**config.mk**
```make
export PLATFORM = sky130hd
export DESIGN_NAME = preset_delay_counter
export DESIGN_NICKNAME = d
export VERILOG_FILES = /design/src/rtl/preset_delay_counter.sv
export SDC_FILE = /design/constraint.sdc
export NUM_CORES = 1
export LEC_CHECK = 0
export ABC_AREA = 1
export BUFFER_PORTS_ARGS = -buffer_cell sky130_fd_sc_hd__buf_2
export CORE_ASPECT_RATIO = 1.1
export CORE_MARGIN = 2
export CORE_UTILIZATION = 45
export CTS_CLUSTER_SIZE = 24
export DETAILED_ROUTE_END_ITERATION = 10
export PLACE_DENSITY = 0.65
export SLEW_MARGIN = 20
export SYNTH_ARGS = -nofsm -noshare
export SYNTH_HDL_FRONTEND = slang
export SYNTH_SLANG_ARGS = --single-unit
```
**constraint.sdc**
```tcl
create_clock -name clk -period 2.62 [get_ports clk]
set_input_delay 0.524 -clock clk [delete_from_list [all_inputs] [get_ports clk]]
set_output_delay 0.524 -clock clk [all_outputs]
set_load 0.02 [all_outputs]
```
**src/rtl/preset_delay_counter.sv**
```systemverilog
module preset_delay_counter #(
  parameter int DIGITS   = 7,
  parameter int HOLD_CYC = 16
) (
  input  logic                clk,
  input  logic                rst,
  input  logic                tick_en,
  input  logic                event_in,
  input  logic                events_mode,
  input  logic                echo_mode,
  input  logic                start_trig,
  input  logic                events_arm,
  input  logic [4*DIGITS-1:0] setting_bcd,
  output logic                delay_interval,
  output logic                delayed_trig,
  output logic                holdoff
);
  localparam int HW = $clog2(HOLD_CYC + 1);
  localparam int CW = 4 * DIGITS;

  typedef enum logic [1:0] {S_IDLE, S_ARM, S_RUN} state_t;

  state_t        state;
  logic          ev_sel, echo_sel, phase;
  logic [HW-1:0] hold_cnt;
  logic [CW-1:0] cnt, cnt_inc, cnt_load;
  logic [DIGITS:0]   carry;
  logic [DIGITS-1:0] is9;

  wire all9   = &is9;
  wire accept = (state == S_IDLE) && (hold_cnt == '0) && start_trig;
  wire step   = ev_sel ? event_in : (tick_en && (!echo_sel || phase));

  assign carry[0] = step;
  assign holdoff  = (hold_cnt != '0);

  for (genvar g = 0; g < DIGITS; g++) begin : g_dec
    assign is9[g]          = (cnt[4*g +: 4] == 4'd9);
    assign carry[g+1]      = carry[g] && is9[g];
    assign cnt_inc[4*g +: 4] = !carry[g] ? cnt[4*g +: 4] :
                               is9[g]    ? 4'd0 : cnt[4*g +: 4] + 4'd1;
    assign cnt_load[4*g +: 4] = 4'd9 - setting_bcd[4*g +: 4];
  end

  always_ff @(posedge clk) begin
    if (rst) begin
      state          <= S_IDLE;
      cnt            <= '0;
      ev_sel         <= 1'b0;
      echo_sel       <= 1'b0;
      phase          <= 1'b0;
      hold_cnt       <= '0;
      delay_interval <= 1'b0;
      delayed_trig   <= 1'b0;
    end else begin
      delayed_trig <= 1'b0;
      if (hold_cnt != '0) hold_cnt <= hold_cnt - 1'b1;
      case (state)
        S_IDLE: if (accept) begin
          cnt            <= cnt_load;
          ev_sel         <= events_mode;
          echo_sel       <= echo_mode;
          phase          <= 1'b0;
          delay_interval <= 1'b1;
          state          <= events_mode ? S_ARM : S_RUN;
        end
        S_ARM: if (events_arm) state <= S_RUN;
        S_RUN: if (all9) begin
          state          <= S_IDLE;
          delay_interval <= 1'b0;
          delayed_trig   <= 1'b1;
          hold_cnt       <= HW'(HOLD_CYC);
        end else begin
          cnt <= cnt_inc;
          if (tick_en && echo_sel && !ev_sel) phase <= !phase;
        end
        default: state <= S_IDLE;
      endcase
    end
  end
endmodule

```
==> qor.yml, run 1 <==
status:
  status: "completed"
power_and_ir_drop:
  internal-power_mw: 1.251
  p_total_mw: 2.029
  vdd_drop_max_mv: 0.2978
  p_seq_share_pct: 39.3
  power_leakage_nw: 1.445
  pwr-share-comb_pct: 35.1
  swShare_pct: 38.31
  clockPowerShare_pct: 25.5
  power_density_nw_per_um2: 655.4
  power_switching_mw: 0.7773
cells_and_area:
  n_antenna_cell: 0
  design_area_um2: 3095
  drive_gt1_share_pct: 18.50
  nets: 498
  syn2layout_area_growth_pct: 13.54
drt:
  drc: 0
  vias: 2669
  routedWlPerCell_um: 11.45
  postRouteAntennaNets: 0
  drtIter0Drc: 101
  viasPerCell: 5.026
  wl_um: 6082
  dr.pass1.iters: 4
sta:
  maxSlewViolCount: 0
  relSlewSlack_pct: 63.06
  final-hold-violation-count: 0
  finalSetupTns_ps: 0
  worst_slew_pin_slew_ps: 553.5
  fin_worst_skew_ps: 6.935
  period_needed_ps: 1828
  rsz0062_at_grt: "false"
  setup_viol: 0
  clock.fmax_mhz: 547.2
  fin_crit_sh_pct: 69.76
worst_setup_path:
  reg2reg_to: "cnt[4]$_SDFFE_PP0P_"
  cp_data_arrival_time_ps: 1300
  worstPathRequired_ps: 2100
  startpoint_type: "register"
  r2r_start: "state[1]$_SDFFE_PP0P_"
  ff2ff_setup_slack_ps: 810
  path_max_fanout: 8
  crit_start: "hold_cnt[0]$_SDFF_PP0_"
  critPathCaptureType: "output pin"
  crit_type: "register to output pin"
  rr_worst_depth: 8
min_path:
  hold_depth: 2
  min_from: "delay_interval$_SDFFE_PP0P_"
  holdPathEnd: "delay_interval$_SDFFE_PP0P_"
  holdCritPathClass: "register to register"
clocking:
  ctsHoldBuffers: 0
  worstSkewPairLatency_ps: 300
  htreeDepth: 2
  cts_tree: "built"
  numCtsBuffers: 5
  post_cts_buffers: 0
  clk_pin_slew_ps: 80
  ctsResizeCount: 0
  cts-root-buf: "clkbuf_8"
  cts.sinks: 40
  clk_path_buf_depth: 2
grt:
  globalRouteOverflowTotal: 0
  grt_pass1_wl_um: 10660
  track_usage_pct: 19.46
  grt_pass1_vias: 2485
  antenna_found_initial: 0
  grt_max_degree: 21
die:
  rows: 29
  start_util_pct: 46.96
  core_area_um2: 5806
  dieArea_um2: 6698
  chipHeight_um: 85.64
  dieWidth_um: 78.22
  io_pins: 39
job:
  max_cap_viol_count: 0
logic_synthesis:
  synth_ff_type: "dfxtp_1"
  synthArstFlopShare_pct: 0
  synth_edf_count: 0
  ys_types: 37
  synth_commonest_cells: "nand2_1 (91), inv_1 (54), nor2_1 (44), dfxtp_1 (40), o21ai_0 (36)"
  synth_area_per_cell_um2: 6.585
  synth-seq-cells: 40
  synth_warnings: 0
  syn_inst: 414
  synthDominantCellAreaShare_pct: 29.37
  synth_most_common_cell: "nand2_1"
  yosysSeqAreaShare_pct: 29.37
  syn_area_um2: 2726
  synth_top_area_cell: "dfxtp_1"
  ys_top_cells_by_area: "dfxtp_1 (29%), nand2_1 (13%), inv_1 (7.4%)"
  syn-num-nets: 459
place:
  place_area_um2: 2984
  post-dp-hpwl_um: 4550
  port_buffers: 38
  place.gp.congestion: 0.8819
## flip-flops by register name, indices dropped and copies added, names as in the netlist
register        flops
delay_interval      1
ev_sel              1
delayed_trig        1
echo_sel            1
state               2
phase               1
hold_cnt            5
cnt                28
## layout by cell type (no fill, tap or decap), types with 3 or more instances in the layout
cell	count
a21oi_1	29
buf_2	38
buf_4	4
clkbuf_8	5
dfxtp_1	40
ha_1	9
inv_1	54
inv_2	7
nand2_1	91
nand2_2	4
nand3_1	26
nand4_1	6
nor2_1	44
nor2_2	4
nor2_4	5
nor3_1	5
o211ai_1	3
o21ai_0	36
o21ai_1	9
o22ai_1	3
xnor2_1	3
xor2_1	8
## kinds of logic (layout without fill, tap and decap cells)
| kind of cell | after synthesis | after routing | share of synthesized area, % |
|---|---|---|---|
| simple gates | 196 | 196 | 35.15 |
| compound gates | 86 | 86 | 17.07 |
| buf+inv | 72 | 112 | 10.74 |
| flops | 40 | 40 | 29.37 |
| xor+xnor | 11 | 11 | 3.534 |
| fa+ha+maj | 9 | 9 | 4.130 |
## worst max path at each step
stage and endpoint:
6_report holdoff, 5_1_grt cnt[4]$_SDFFE_PP0P_, 4_1_cts holdoff, 3_5_place_dp cnt[4]$_SDFFE_PP0P_, 3_3_place_gp cnt[4]$_SDFFE_PP0P_, 2_1_floorplan cnt[16]$_SDFFE_PP0P_
## cell type report
class                           instances  area [um2]
Timing Repair Buffer                   42       220.2
Clock inverter                          3       42.54
Clock buffer                            5       68.82
Sequential cell                        40       800.8
Inverter                               62       234.0
Multi-Input combinational cell        302        1633
Tap cell                               77       96.34
Fill cell                             590        2710
## power by group through the flow
stage | Clock, mW | Combinational, mW | Sequential, mW
after CTS | 0.531 | 0.714 | 0.797
after floorplan | 0 | 0.575 | 0.794
after detailed placement | 0 | 0.711 | 0.810
final | 0.518 | 0.713 | 0.798
after global routing | 0.556 | 0.829 | 0.813
after global placement | 0 | 0.704 | 0.811
## worst max-delay path, stage by stage, from the launching register on
cell	delay [ps]
dfxtp_1	370
inv_1	80
ha_1	210
nand3_2	150
buf_2	190
## metal layers
layer	routed length, um	up-vias	track usage (%)
li1	-	1410	-
met1	2787	1189	23.94
met2	2900	60	34.09
met3	293	10	3.684
met4	101	0	6.699
met5	0	-	0
## metrics by stage
step           std cells  utilization (%)  worst slack (ps)  hold slack (ps)
4_1_cts              531            53.32             775.3            469.1
3_5_place_dp         523            51.40             799.3            448.2
6_report             531            53.32             792.4            468.3
3_3_place_gp         523            51.40             841.8            444.2
2_1_floorplan        414                -             983.1            452.1
5_1_grt              531            53.32             575.8            497.5
Note: power is estimated with default switching activity, not from simulation.
==> run 2, diff against run 1 <==
--- a/config.mk
+++ b/config.mk
@@ -12,7 +12,7 @@
 export CORE_UTILIZATION = 45
 export CTS_CLUSTER_SIZE = 24
 export DETAILED_ROUTE_END_ITERATION = 10
-export PLACE_DENSITY = 0.65
+export PLACE_DENSITY = 0.68
 export SLEW_MARGIN = 20
 export SYNTH_ARGS = -nofsm -noshare
 export SYNTH_HDL_FRONTEND = slang
==> constraint.sdc (replaced) <==
create_clock -name clk -period 1.6 [get_ports clk]
set_input_delay 0.32 -clock clk [delete_from_list [all_inputs] [get_ports clk]]
set_output_delay 0.32 -clock clk [all_outputs]
set_load 0.02 [all_outputs]
==> run 2 against run 1 <==
Register-to-register slack worse by 780 ps. Cell area up 14%. Die area unchanged. Highest routed layer unchanged. Final cell count up 6.4%. Total power up 85%. Utilization up 7.7 points. Non-clock buffer count up 34.
==> qor.yml, run 2 (synthesis gave the netlist of run 1 again) <==
status:
  status: "completed"
drt:
  wl_met1_um: 3110
  route.met2.wl_um: 3358
  drtIter0Drc: 127
  wl_met3_um: 261
  wl_um: 6791
  viasPerCell: 5.021
  vias: 2837
  postRouteAntennaNets: 0
  routedWlPerCell_um: 12.02
  dr.pass1.iters: 5
  drc: 0
  routed.top_layer: "met4"
die:
  dieArea_um2: 6698
  io_pins: 39
  core_area_um2: 5806
  chipHeight_um: 85.64
  start_util_pct: 46.96
  dieWidth_um: 78.22
  rows: 29
place:
  post-dp-hpwl_um: 4765
  port_buffers: 38
  dp.cells: 538
  dp_slack_ps: -7.376
  place.gp.congestion: 0.8834
  place_area_um2: 3104
grt:
  track_usage_pct: 19.77
  grt_pass1_vias: 2540
  globalRouteOverflowTotal: 0
  grt_pass1_wl_um: 10920
  grt_max_degree: 21
  antenna_found_initial: 0
job:
  max_cap_viol_count: 0
cells_and_area:
  largest_reg_flops: 28
  fillCellCount: 553
  syn2layout_area_growth_pct: 29.88
  design_area_um2: 3541
  regMostFlops: "cnt"
  largestRegisters: "cnt (28), hold_cnt (5), state (2)"
  final_common_cell: "nand2_1"
  finalNonFillerCells: 565
  final_cell_mix: "nand2_1 (69), inv_1 (42), nor2_1 (37), buf_2 (37), o21ai_0 (34)"
  nets: 532
  drive_gt1_share_pct: 36.27
  n_antenna_cell: 0
sta:
  clock.fmax_mhz: 638.7
  setup_viol: 0
  rsz0062_at_grt: "true"
  period_needed_ps: 1566
  holdWs_ps: 258.6
  fin_crit_sh_pct: 97.85
  worst_slack_ps: 34.36
  final-hold-violation-count: 0
  relSlewSlack_pct: 65.74
  maxSlewViolCount: 0
  fin_worst_skew_ps: 11.05
  worst_slew_pin_slew_ps: 510.5
power_and_ir_drop:
  swShare_pct: 37.11
  p_seq_share_pct: 35.2
  internal-power_mw: 2.366
  p_total_mw: 3.762
  power_leakage_nw: 1.657
  clockPowerShare_pct: 24.7
  pwr-share-comb_pct: 40.0
  power_density_nw_per_um2: 1062
  power_switching_mw: 1.396
  vdd_drop_max_mv: 0.6622
worst_setup_path:
  cp_data_arrival_time_ps: 1770
  crit_type: "register to register"
  worstPathRequired_ps: 1800
  startpoint_type: "register"
  path_max_fanout: 8
  rr_worst_depth: 11
  reg2reg_to: "cnt[24]$_SDFFE_PP0P_"
  ff2ff_setup_slack_ps: 30
  r2r_start: "cnt[3]$_SDFFE_PP0P_"
  critPathCaptureType: "register"
min_path:
  min_from: "setting_bcd[0]"
  hold_depth: 3
  holdPathEnd: "cnt[0]$_SDFFE_PP0P_"
  holdCritPathClass: "input port to register"
clocking:
  cts.sinks: 40
  cts-root-buf: "clkbuf_8"
  cts_tree: "built"
  numCtsBuffers: 5
  clk_pin_slew_ps: 90
  clk_path_buf_depth: 2
  htreeDepth: 2
  worstSkewPairLatency_ps: 300
run 2: cell count changes in the layout (fill, tap and decap cells not counted), sizes merged:
cell	before	now
dlymetal6s2s	0	1
clkinvlp	1	0
clkinv	2	1
clkbuf	5	7
buf	42	75
run 2: cell type report:
class,instances,area [um2],area share (%)
Clock buffer,7,96.34,2.721
Clock inverter,1,30.03,0.8481
Inverter,62,234.0,6.608
Multi-Input combinational cell,302,1747,49.33
Sequential cell,40,823.3,23.25
Tap cell,77,96.34,2.721
Timing Repair Buffer,76,514.2,14.52
run 2: stage by stage:
step	util [%]	TNS [ps]
floorplan	-	0
global placement	53.47	0
detailed placement	53.47	-8.631
CTS	56.27	0
global route	60.99	-971.3
finish	60.99	0
run 2: worst max-delay path by stage:
stage	slack [ps]	startpoint	depth (start not counted)	endpoint
3_5_place_dp	-7	hold_cnt[0]$_SDFF_PP0_	9	cnt[18]$_SDFFE_PP0P_
4_1_cts	8	cnt[13]$_SDFFE_PP0P_	12	cnt[25]$_SDFFE_PP0P_
3_3_place_gp	20	hold_cnt[0]$_SDFF_PP0_	9	cnt[17]$_SDFFE_PP0P_
5_1_grt	-80	cnt[18]$_SDFFE_PP0P_	12	cnt[26]$_SDFFE_PP0P_
2_1_floorplan	20	hold_cnt[0]$_SDFF_PP0_	10	cnt[16]$_SDFFE_PP0P_
6_report	30	cnt[3]$_SDFFE_PP0P_	11	cnt[24]$_SDFFE_PP0P_
run 2: timing repair:
item | in CTS | in global routing
hold buffers | 0 | 0
pin swaps | 2 | 27
buffers inserted | 1 | 18
endpoints found under the setup margin | 9 | 34
gates resized for setup | 9 | 63
run 2: routing by layer:
| layer | track usage, % | vias to the layer above |
|---|---|---|
| li1 | - | 1487 |
| met1 | 25.44 | 1286 |
| met3 | 3.579 | 7 |
| met2 | 34.09 | 57 |
| met5 | 0 | - |
| met4 | 5.423 | 0 |
run 2: worst max-delay path: stages, from the launching register on:
cell     delay [ps]
dfxtp_1         380
nand2_2         100
nor2_4          130
nand2_2          80
nor2_4          160
nand2_4          90
nand2_8         120
nand2_8          80
nand4_4         160
nand2_1          70
nand2_1          60
nor2_1           40
run 2: power groups by stage:
stage	Clock (mW)	Combinational, mW	Sequential (mW)
floorplan	0	0.942	1.30
global placement	0	1.23	1.31
detailed placement	0	1.26	1.31
CTS	0.951	1.27	1.29
global route	0.992	1.68	1.35
finish	0.931	1.51	1.33
==> run 3, diff against run 2 <==
--- a/config.mk
+++ b/config.mk
@@ -10,9 +10,12 @@
 export CORE_ASPECT_RATIO = 1.1
 export CORE_MARGIN = 2
 export CORE_UTILIZATION = 45
+export CTS_CLUSTER_DIAMETER = 30
 export CTS_CLUSTER_SIZE = 24
 export DETAILED_ROUTE_END_ITERATION = 10
 export PLACE_DENSITY = 0.68
+export RECOVER_POWER = 25
+export SKIP_LAST_GASP = 1
 export SLEW_MARGIN = 20
 export SYNTH_ARGS = -nofsm -noshare
 export SYNTH_HDL_FRONTEND = slang
==> run 3 against run 2 <==
Critical path type unchanged. Count of clock-buffer cells in the layout did not move. Clock power barely moved. Global-route usage fell by 0.13 points. Via count rose by 0.28%. Critical path depth did not move. Hold slack improved by 1.6 ps. Total power fell by 0.13%. Utilization rose by 0.065 points.
==> qor.yml, run 3 (synthesis gave the netlist of run 1 again) <==
cells_and_area:
  final_cell_mix: "nand2_1 (69), inv_1 (43), nor2_1 (37)"
  n_antenna_cell: 0
  final_common_cell: "nand2_1"
  syn2layout_area_growth_pct: 30.01
  regMostFlops: "cnt"
  fillCellCount: 555
  largest_reg_flops: 28
  finalNonFillerCells: 566
  utilization_pct: 61.06
  largestRegisters: "cnt (28), hold_cnt (5), state (2)"
  nets: 533
  drive_gt1_share_pct: 35.58
job:
  max_cap_viol_count: 0
grt:
  grt_pass1_wl_um: 10860
  grt_pass1_vias: 2524
  grt_max_degree: 21
  track_usage_pct: 19.64
  busiest_layer: "met2"
  use_met1_pct: 25.44
  globalRouteOverflowTotal: 0
  grtUsageMet3_pct: 3.579
  antenna_found_initial: 0
  grt_use_met2_pct: 33.62
worst_setup_path:
  path_max_fanout: 8
  critical_path.top_delay_family: "simple AND/OR/NAND/NOR gates"
  cp_data_arrival_time_ps: 1770
  path_cells: "nand2_2, nor2_4, nand2_2, nor2_4, nand2_4, nand2_8, nand2_8, nand4_4, nand2_1, nand2_1, nor2_1"
  startpoint_type: "register"
  crit_type: "register to register"
  worstPathRequired_ps: 1800
  critPathSlowestCell: "dfxtp_1"
  reg2reg_to: "cnt[24]$_SDFFE_PP0P_"
  path_buf_inv: 0
  rr_worst_depth: 11
  critPathCaptureType: "register"
  ff2ff_setup_slack_ps: 30
  r2r_start: "cnt[3]$_SDFFE_PP0P_"
  slowest_delay_ps: 380
sta:
  clock.fmax_mhz: 637.7
  period_needed_ps: 1568
  setup_viol: 0
  relSlewSlack_pct: 65.82
  finalSetupTns_ps: 0
  maxSlewViolCount: 0
  final-hold-violation-count: 0
  rsz0062_at_grt: "true"
  worst_slew_pin_slew_ps: 509.2
  fin_worst_skew_ps: 10.34
  fin_crit_sh_pct: 98.01
clocking:
  clk_path_buf_depth: 2
  cts_tree: "built"
  numCtsBuffers: 5
  cts.sinks: 40
  htreeDepth: 2
  worstSkewPairLatency_ps: 300
  clk_pin_slew_ps: 90
  cts-root-buf: "clkbuf_8"
power_and_ir_drop:
  vdd_drop_max_mv: 0.6613
  power_density_nw_per_um2: 1060
  clockPowerShare_pct: 24.7
  pwr-share-comb_pct: 40.0
  p_seq_share_pct: 35.3
  power_leakage_nw: 1.655
  internal-power_mw: 2.364
  power_switching_mw: 1.393
  swShare_pct: 37.09
die:
  io_pins: 39
  chipHeight_um: 85.64
  core_area_um2: 5806
  start_util_pct: 46.96
  rows: 29
  dieArea_um2: 6698
  dieWidth_um: 78.22
drt:
  viasPerCell: 5.027
  wl_um: 6794
  vias: 2845
  dr.pass1.iters: 5
  drtIter0Drc: 135
  postRouteAntennaNets: 0
  drc: 0
  routedWlPerCell_um: 12.00
place:
  place.gp.congestion: 0.8834
  dp.cells: 538
  port_buffers: 38
  post-dp-hpwl_um: 4765
status:
  status: "completed"
min_path:
  holdPathEnd: "cnt[0]$_SDFFE_PP0P_"
  holdCritPathClass: "input port to register"
  hold_depth: 3
  min_from: "setting_bcd[0]"
run 3: cell types whose count changed in the layout (fill, tap and decap cells not counted), sizes merged:
cell / before / now
clkbuf: 7 / 9
buf: 75 / 74
run 3: final cells by class:
type	instances	area (um2)	area share [%]
clock inverter	1	30.03	0.8472
inverter	62	234.0	6.601
multi-input combinational	302	1747	49.28
clock buffer	7	96.34	2.718
timing repair buffer	77	519.2	14.65
sequential	40	822.0	23.19
tap	77	96.34	2.718
run 3: routing by layer:
layer  wire length (um)  vias to the layer above  share of wire [%]
met3                301                        7                4.4
met5                  0                        -                  0
met2               3370                       72                 50
met1               3060                     1280                 45
li1                   -                     1486                  -
met4                 61                        0               0.90
run 3: worst max-delay path by stage:
stage / start / endpoint / slack [ps] / depth (start not counted)
6_report: cnt[3]$_SDFFE_PP0P_ / cnt[24]$_SDFFE_PP0P_ / 30 / 11
2_1_floorplan: hold_cnt[0]$_SDFF_PP0_ / cnt[16]$_SDFFE_PP0P_ / 20 / 10
5_1_grt: cnt[18]$_SDFFE_PP0P_ / cnt[26]$_SDFFE_PP0P_ / -80 / 12
3_5_place_dp: hold_cnt[0]$_SDFF_PP0_ / cnt[18]$_SDFFE_PP0P_ / -7 / 9
3_3_place_gp: hold_cnt[0]$_SDFF_PP0_ / cnt[17]$_SDFFE_PP0P_ / 20 / 9
4_1_cts: hold_cnt[1]$_SDFF_PP0_ / holdoff / -10 / 5
run 3: power groups by stage:
| stage | Combinational (mW) | Sequential, mW | Clock (mW) |
|---|---|---|---|
| finish | 1.50 | 1.32 | 0.929 |
| global route | 1.68 | 1.35 | 0.992 |
| CTS | 1.27 | 1.29 | 0.951 |
| detailed placement | 1.26 | 1.31 | 0 |
| global placement | 1.23 | 1.31 | 0 |
| floorplan | 0.942 | 1.30 | 0 |
run 3: tightest hold or removal path, stage by stage:
cell     delay, ps
buf_2           70
or2_2           90
a21oi_1         50
run 3: timing repair:
item / 4_1_cts / 5_1_grt
hold endpoints to repair: 0 / 0
gates resized for setup: 7 / 64
setup endpoints to repair: 9 / 35
pin swaps: 2 / 28
hold buffers: 0 / 0
buffers inserted: 1 / 19
run 3: stage by stage:
stage,area (um2),setup slack (ps),total power [mW],hold slack [ps]
after detailed placement,3104,-7.376,2.566,451.8
after global routing,3545,-81.45,4.020,268.9
after floorplan,2734,24.10,2.243,389.1
after global placement,3104,22.12,2.542,433.6
after CTS,3257,-11.36,3.512,264.5
final,3545,31.77,3.757,260.2
